`src/rtl/rxf_pkg.sv`:
```
// Shared constants for the received-frame address filter: mask bit
// positions, register select codes and header field sizes.
package rxf_pkg;
    localparam int FLAG_W     = 14;
    localparam int ADDR_BYTES = 6;
    localparam int MAC_W      = 8 * ADDR_BYTES;

    // category mask bit positions
    localparam int FLG_MCAST     = 1;
    localparam int FLG_BCN_ANY   = 4;
    localparam int FLG_CTRL      = 5;
    localparam int FLG_OTHER_BSS = 6;
    localparam int FLG_PSPOLL    = 7;
    localparam int FLG_PROBE_REQ = 8;
    localparam int FLG_UCAST     = 9;
    localparam int FLG_BC_ONES   = 10;
    localparam int FLG_BC_ZEROS  = 11;
    localparam int FLG_OWN_BCN   = 12;
    localparam int FLG_MONITOR   = 13;

    typedef enum logic [2:0] {
        SEL_MASK   = 3'd0,
        SEL_OWN_LO = 3'd1,
        SEL_OWN_HI = 3'd2,
        SEL_BSS_LO = 3'd3,
        SEL_BSS_HI = 3'd4
    } cfg_sel_e;
endpackage

```
`src/rtl/rxf_cfg_regs.sv`:
```
// Configuration store: category mask, own address and BSS identifier.
// Assumes DATA_W < MAC_W; the high register holds the remaining bits.
module rxf_cfg_regs #(
    parameter int FLAG_W = rxf_pkg::FLAG_W,
    parameter int MAC_W  = rxf_pkg::MAC_W,
    parameter int DATA_W = 32
) (
    input  logic              clk,
    input  logic              rst_n,
    input  logic              we,
    input  logic [2:0]        sel,
    input  logic [DATA_W-1:0] wdata,
    output logic [FLAG_W-1:0] flags,
    output logic [MAC_W-1:0]  own_mac,
    output logic [MAC_W-1:0]  bssid
);
    import rxf_pkg::*;
    localparam int HI_W = MAC_W - DATA_W;

    // register writes decoded by select code
    always_ff @(posedge clk) begin
        if (!rst_n) begin
            flags   <= '0;
            own_mac <= '0;
            bssid   <= '0;
        end else if (we) begin
            case (cfg_sel_e'(sel))
                SEL_MASK:   flags                  <= wdata[FLAG_W-1:0];
                SEL_OWN_LO: own_mac[DATA_W-1:0]    <= wdata;
                SEL_OWN_HI: own_mac[MAC_W-1:DATA_W] <= wdata[HI_W-1:0];
                SEL_BSS_LO: bssid[DATA_W-1:0]      <= wdata;
                SEL_BSS_HI: bssid[MAC_W-1:DATA_W]  <= wdata[HI_W-1:0];
                default: ;
            endcase
        end
    end
endmodule

```
`src/rtl/rxf_hdr_capture.sv`:
```
// Counts bytes from start-of-frame and captures the frame-control type
// bits and addresses 1 and 3. Pulses hdr_done the cycle after the last
// byte of address 3. Assumes rx_sof only comes with a valid byte.
module rxf_hdr_capture #(
    parameter int PHY_BYTES  = 5,
    parameter int ADDR_BYTES = rxf_pkg::ADDR_BYTES
) (
    input  logic                    clk,
    input  logic                    rst_n,
    input  logic                    byte_valid,
    input  logic                    sof,
    input  logic [7:0]              din,
    output logic [5:0]              fc_ts,
    output logic [8*ADDR_BYTES-1:0] addr1,
    output logic [8*ADDR_BYTES-1:0] addr3,
    output logic                    hdr_done
);
    localparam int FC_IDX   = PHY_BYTES;
    localparam int A1_IDX   = FC_IDX + 4;
    localparam int A3_IDX   = A1_IDX + 2 * ADDR_BYTES;
    localparam int LAST_IDX = A3_IDX + ADDR_BYTES - 1;
    localparam int CW       = $clog2(LAST_IDX + 1);

    logic [CW-1:0] idx;
    logic          armed;
    logic          take;

    assign take = byte_valid && armed && !sof;

    // byte index tracking and end-of-header pulse
    always_ff @(posedge clk) begin
        if (!rst_n) begin
            idx      <= '0;
            armed    <= 1'b0;
            hdr_done <= 1'b0;
        end else begin
            hdr_done <= take && (idx == CW'(LAST_IDX));
            if (byte_valid && sof) begin
                idx   <= CW'(1);
                armed <= 1'b1;
            end else if (take) begin
                idx <= idx + CW'(1);
                if (idx == CW'(LAST_IDX)) armed <= 1'b0;
            end
        end
    end

    // frame-control type and subtype capture
    always_ff @(posedge clk) begin
        if (!rst_n) fc_ts <= '0;
        else if (take && idx == CW'(FC_IDX)) fc_ts <= din[7:2];
    end

    for (genvar k = 0; k < ADDR_BYTES; k++) begin : g_addr
        localparam logic [CW-1:0] I1 = CW'(A1_IDX + k);
        localparam logic [CW-1:0] I3 = CW'(A3_IDX + k);
        // one byte lane of each address
        always_ff @(posedge clk) begin
            if (!rst_n) begin
                addr1[8*k +: 8] <= '0;
                addr3[8*k +: 8] <= '0;
            end else if (take) begin
                if (idx == I1) addr1[8*k +: 8] <= din;
                if (idx == I3) addr3[8*k +: 8] <= din;
            end
        end
    end
endmodule

```
`src/rtl/rxf_decide.sv`:
```
// Combinational verdict: builds one hit bit per mask category and
// accepts when any enabled category hits. Mask bits 0, 2 and 3 never hit.
module rxf_decide #(
    parameter int FLAG_W = rxf_pkg::FLAG_W,
    parameter int MAC_W  = rxf_pkg::MAC_W
) (
    input  logic [FLAG_W-1:0] flags,
    input  logic [MAC_W-1:0]  own_mac,
    input  logic [MAC_W-1:0]  bssid,
    input  logic [5:0]        fc_ts,
    input  logic [MAC_W-1:0]  addr1,
    input  logic [MAC_W-1:0]  addr3,
    input  logic              hdr_done,
    output logic              verdict_valid,
    output logic              verdict_accept
);
    import rxf_pkg::*;
    logic [1:0]        ftype;
    logic [3:0]        fsub;
    logic [FLAG_W-1:0] hit;
    logic              is_beacon, is_presp, is_preq, is_ctrl, is_pspoll;
    logic              bss_match, mcast;

    // classify the frame and its addresses
    always_comb begin
        ftype     = fc_ts[1:0];
        fsub      = fc_ts[5:2];
        is_ctrl   = (ftype == 2'b01);
        is_pspoll = is_ctrl && (fsub == 4'hA);
        is_beacon = (ftype == 2'b00) && (fsub == 4'h8);
        is_presp  = (ftype == 2'b00) && (fsub == 4'h5);
        is_preq   = (ftype == 2'b00) && (fsub == 4'h4);
        bss_match = (addr3 == bssid);
        mcast     = (addr1[23:0] == 24'h5E_00_01) || (addr1[15:0] == 16'h33_33);
    end

    // per-category hit vector
    always_comb begin
        hit                = '0;
        hit[FLG_MCAST]     = mcast;
        hit[FLG_BCN_ANY]   = is_beacon || is_presp;
        hit[FLG_CTRL]      = is_ctrl;
        hit[FLG_OTHER_BSS] = !bss_match;
        hit[FLG_PSPOLL]    = is_pspoll;
        hit[FLG_PROBE_REQ] = is_preq;
        hit[FLG_UCAST]     = (addr1 == own_mac);
        hit[FLG_BC_ONES]   = &addr1;
        hit[FLG_BC_ZEROS]  = ~|addr1;
        hit[FLG_OWN_BCN]   = is_beacon && bss_match;
        hit[FLG_MONITOR]   = 1'b1;
    end

    assign verdict_valid  = hdr_done;
    assign verdict_accept = hdr_done && |(flags & hit);
endmodule

```
`src/rtl/rx_addr_filter.sv`:
```
// Received frame address filter top: register store, header capture
// and verdict logic. Gives one verdict per frame after address 3.
module rx_addr_filter #(
    parameter int PHY_BYTES = 5,
    parameter int DATA_W    = 32
) (
    input  logic              clk,
    input  logic              rst_n,
    input  logic              cfg_we,
    input  logic [2:0]        cfg_sel,
    input  logic [DATA_W-1:0] cfg_wdata,
    input  logic              rx_byte_valid,
    input  logic              rx_sof,
    input  logic [7:0]        rx_byte,
    output logic              verdict_valid,
    output logic              verdict_accept
);
    import rxf_pkg::*;
    logic [FLAG_W-1:0] filter_flags;
    logic [MAC_W-1:0]  own_mac, bssid, addr1, addr3;
    logic [5:0]        fc_ts;
    logic              hdr_done;

    rxf_cfg_regs #(.FLAG_W(FLAG_W), .MAC_W(MAC_W), .DATA_W(DATA_W)) u_cfg (
        .clk(clk), .rst_n(rst_n), .we(cfg_we), .sel(cfg_sel), .wdata(cfg_wdata),
        .flags(filter_flags), .own_mac(own_mac), .bssid(bssid)
    );

    rxf_hdr_capture #(.PHY_BYTES(PHY_BYTES), .ADDR_BYTES(ADDR_BYTES)) u_cap (
        .clk(clk), .rst_n(rst_n), .byte_valid(rx_byte_valid), .sof(rx_sof),
        .din(rx_byte), .fc_ts(fc_ts), .addr1(addr1), .addr3(addr3),
        .hdr_done(hdr_done)
    );

    rxf_decide #(.FLAG_W(FLAG_W), .MAC_W(MAC_W)) u_dec (
        .flags(filter_flags), .own_mac(own_mac), .bssid(bssid), .fc_ts(fc_ts),
        .addr1(addr1), .addr3(addr3), .hdr_done(hdr_done),
        .verdict_valid(verdict_valid), .verdict_accept(verdict_accept)
    );
endmodule

```
`config.mk`:
```
export PLATFORM = sky130hd
export DESIGN_NAME = rx_addr_filter
export DESIGN_NICKNAME = d
export VERILOG_FILES = /design/src/rtl/rxf_pkg.sv /design/src/rtl/rxf_cfg_regs.sv /design/src/rtl/rxf_hdr_capture.sv /design/src/rtl/rxf_decide.sv /design/src/rtl/rx_addr_filter.sv
export SDC_FILE = /design/constraint.sdc
export NUM_CORES = 1
export LEC_CHECK = 0
export ABC_AREA = 1
export ABC_CLOCK_PERIOD_IN_PS = 2600
export BUFFER_PORTS_ARGS = -buffer_cell sky130_fd_sc_hd__buf_2
export CELL_PAD_IN_SITES_DETAIL_PLACEMENT = 2
export CELL_PAD_IN_SITES_GLOBAL_PLACEMENT = 2
export CORE_MARGIN = 2
export CORE_UTILIZATION = 37
export DETAILED_ROUTE_END_ITERATION = 8
export PLACE_DENSITY = 0.85
export SLEW_MARGIN = 20
export SYNTH_ARGS = -nofsm -noshare
export SYNTH_HDL_FRONTEND = slang
export SYNTH_SLANG_ARGS = --single-unit
```
`constraint.sdc`:
```
create_clock -name clk -period 2.6 [get_ports clk]
set_input_delay 0 -clock clk [delete_from_list [all_inputs] [get_ports clk]]
set_output_delay 0 -clock clk [all_outputs]
set_load 0.05 [all_outputs]
```
==> flow_metrics.env <==
export IMPL_numCtsBuffers=25
export IMPL_power_density_nw_per_um2=673.9
export IMPL_required_ps=2600
export IMPL_swShare_pct=26.49
export IMPL_grt_max_degree=78
export IMPL_min_path_type="input port to flip-flop"
export IMPL_grt_overflow_total=0
export IMPL_first_global_vias=11750
export IMPL_path_cells="nand2_1 > o21ai_0 > nor2_1 > nand2_1 > nor2_1 > nand2_1 > nor2_1 > nand2_1 > nand2_2 > nor2_2 > nor2_2 > buf_6"
export IMPL_end_kind="primary output"
export IMPL_fp_dieW_um=167.3
export IMPL_peakVddDrop_v=0.0004833
export IMPL_critPathSlowestCell="dfxtp_1"
export IMPL_drt_iter0_drc=820
export IMPL_worstPathMaxFanout=5
export IMPL_syn_nets=1490
export IMPL_insertion_delay_ps=530
export IMPL_cts_htree_levels=1
export IMPL_ys_ff_latch=216
export IMPL_cts_path_max_buffers=3
export IMPL_regArea_sq_um=4329
export IMPL_pwr_share_clk_pct=47.9
export IMPL_critPathTopFamily="simple AND/OR/NAND/NOR gates"
export IMPL_ys_types=29
export IMPL_drc=3
export IMPL_multi_input_area_sq_um=4634
export IMPL_fp_coreArea_sq_um=26130
export IMPL_yosysSeqAreaShare_pct=43.81
export IMPL_combPwrFrac_pct=8.3
export IMPL_crit_top_cell="nand2_1"
export IMPL_timing_fmax_mhz=394.0
export IMPL_dp_hpwl_um=26520
export IMPL_timing_final_crit_share_pct=97.63
export IMPL_synth_avg_cell_area_sq_um=6.864
export IMPL_die_area_sq_um=28000
export IMPL_synth_cells=1438
export IMPL_cp_start_kind="flip-flop"
export IMPL_routedWlPerCell_um=25.67
export IMPL_portBuffers=49
export IMPL_setup_violations=0
export IMPL_num_rows=59
export IMPL_drtPass1Iterations=7
export IMPL_crit_buf_inv=1
export IMPL_max_cap_violations=0
export IMPL_antenna_found_initial=1
export IMPL_critPathArrivalTime_ps=2540
export IMPL_vias=10580
export IMPL_io_pins=50
export IMPL_slew_headroom_pct=24.18
export IMPL_tightest_slew_ps=1136
export IMPL_grt_setup_unrepaired="no"
export IMPL_drive_above_1_share_pct=9.307
export IMPL_setup_tns_ps=0
export IMPL_yosysWarnings=0
export IMPL_cts_sinks=216
export IMPL_whs_ps=14.98
export IMPL_cts_tree="done"
export IMPL_grt_util_all_layers_pct=33.63
export IMPL_slew_violations=0
export IMPL_violations="DRC"
export IMPL_gp_congestion=0.8320
export IMPL_dpl_instance_area_sq_um=10380
export IMPL_start_util_pct=37.77
export IMPL_finalCriticalPeriod_ps=2538
export IMPL_status="finished with violations"
export IMPL_nFillCells=3071
export IMPL_ant_nets=0
export IMPL_fin_util_pct=44.32
export IMPL_grt_pass1_wl_um=71990
export IMPL_wl_um=47520
export IMPL_p_int_mw=5.737
export IMPL_nNetsFinal=1551
export IMPL_max_stage_delay_ps=420
export IMPL_p_leak_nw=4.852
export IMPL_netlist_area_sq_um=9871
export IMPL_switchingPower_mw=2.068
export IMPL_seq_power_share_pct=43.8
export IMPL_syn_to_final_growth_pct=17.33
export IMPL_critPathKind="flip-flop to primary output"
export IMPL_fin_skew_ps=11.81
export IMPL_die_y_um=167.3
export IMPL_via_per_inst=5.715
export IMPL_clk_pin_slew_ps=70
export IMPL_post_cts_setup_buffers=0
export IMPL_hold_viol=0
export IMPL_ctsRootBufferMaster="clkbuf_16"
export IMPL_fin_area_sq_um=11580
==> metal layers <==
metal,GRT usage [%],vias up,share of wire (%)
met3,4.869,156,5.2
met5,0,-,0
met4,16.75,0,5.4
met2,58.98,360,49
li1,-,4688,-
met1,40.32,5374,41
==> Yosys cell counts, drive strengths merged <==
library cell / n / area (sq um)
a21boi: 1 / 7.510
dfxtp: 216 / 4324
nand3b: 2 / 15.01
xnor2: 24 / 210.2
nor2: 259 / 1037
nand3: 19 / 95.09
a21oi: 154 / 778.3
ha: 4 / 50.05
nor3: 14 / 123.9
nand2: 262 / 986.0
clkbuf: 49 / 183.9
inv: 174 / 653.1
xor2: 11 / 96.34
o22ai: 2 / 12.51
o21ai: 222 / 1119
a211oi: 8 / 60.06
buf: 14 / 100.1
nand4: 3 / 18.77
==> timing repair <==
action,4_1_cts,5_1_grt
hold buffers,35,0
hold endpoints to repair,109,0
pin swaps,0,2
gates resized for setup,1,14
endpoints found under the setup margin,1,1
gates cloned,0,0
==> worst paths after layout <==
kind	start	endpoint	cells after the start	slack, ps
worst max-delay path	u_cap.addr1[31]$_SDFFE_PN0P_	verdict_accept	12	60
worst min-delay path	rst_n	u_cfg.bssid[42]$_SDFFE_PN0P_	3	10
worst max register to register	u_cap.idx[0]$_SDFFE_PN0P_	u_cap.addr1[46]$_SDFFE_PN0P_	6	390
worst min register to register	u_cfg.bssid[24]$_SDFFE_PN0P_	u_cfg.bssid[24]$_SDFFE_PN0P_	2	470
==> cells in the final DEF (no fill, tap or decap) <==
cell type      count
nor2_2             7
nand3_2            1
buf_12             2
a21oi_2            2
o22ai_1            2
diode_2            1
ha_1               4
clkbuf_16         25
nand2_2            4
o21ai_0          217
dfxtp_2            4
nor2_4             8
a211oi_1           8
nand2_1          258
clkbuf_1           8
o21ai_1            3
nor3_4             3
xnor2_1           24
inv_2              9
dfxtp_1          212
inv_1            165
buf_2             47
nand4_1            3
buf_6              1
clkinv_2           3
dlygate4sd3_1     35
xor2_1            11
a21boi_0           1
a21oi_1          152
bufinv_16          3
o21ai_2            2
clkbuf_8           4
nor3_2             4
nor3_1             7
nor2_1           244
buf_4             12
nand3b_1           2
nand3_1           18
==> sequential cells by signal, summed over array words and instances, names as in the netlist <==
name,flops
u_cap.hdr_done,1
u_cfg.flags,11
u_cfg.bssid,48
u_cap.fc_ts,6
u_cap.addr3,48
u_cap.armed,1
u_cap.idx,5
u_cfg.own_mac,48
u_cap.addr1,48
==> cells by family (layout without fill, tap and decap cells) <==
kind of cell / count (synthesis) / count (layout) / synth area share [%]
fa+ha+maj: 4 / 4 / 0.5071
other cells: 0 / 1 / 0
simple gates: 559 / 559 / 23.06
compound gates: 387 / 387 / 20.03
xor+xnor: 35 / 35 / 3.106
buf+inv: 237 / 314 / 9.494
flops: 216 / 216 / 43.81
==> cell type report <==
class	instances	area share, %
inverters	174	5.640
clock buffers	37	6.137
clock inverters	6	0.9075
well taps	335	3.619
multi-input cells	985	40.02
diodes	1	0.02161
flip-flops and latches	216	37.38
repair buffers	97	6.277
==> through the flow <==
step           std cells  setup slack [ps]  total power [mW]
2_1_floorplan       1438             957.5             3.767
3_3_place_gp        1772             728.1             3.999
6_report            1851             61.71             7.804
4_1_cts             1850             50.22             7.695
3_5_place_dp        1772             625.8             4.024
5_1_grt             1851             16.84             8.007
==> tightest hold or removal path: stages <==
cell     delay, ps
buf_4          290
o21ai_0        150
a21oi_1         50
==> power by group through the flow <==
stage          registers (mW)  logic, mW  clock network, mW
2_1_floorplan            3.47      0.297                  0
3_3_place_gp             3.48      0.518                  0
3_5_place_dp             3.48      0.539                  0
4_1_cts                  3.41      0.595               3.69
5_1_grt                  3.42      0.686               3.90
6_report                 3.42      0.646               3.74
Note: power is estimated with default switching activity, not from simulation.
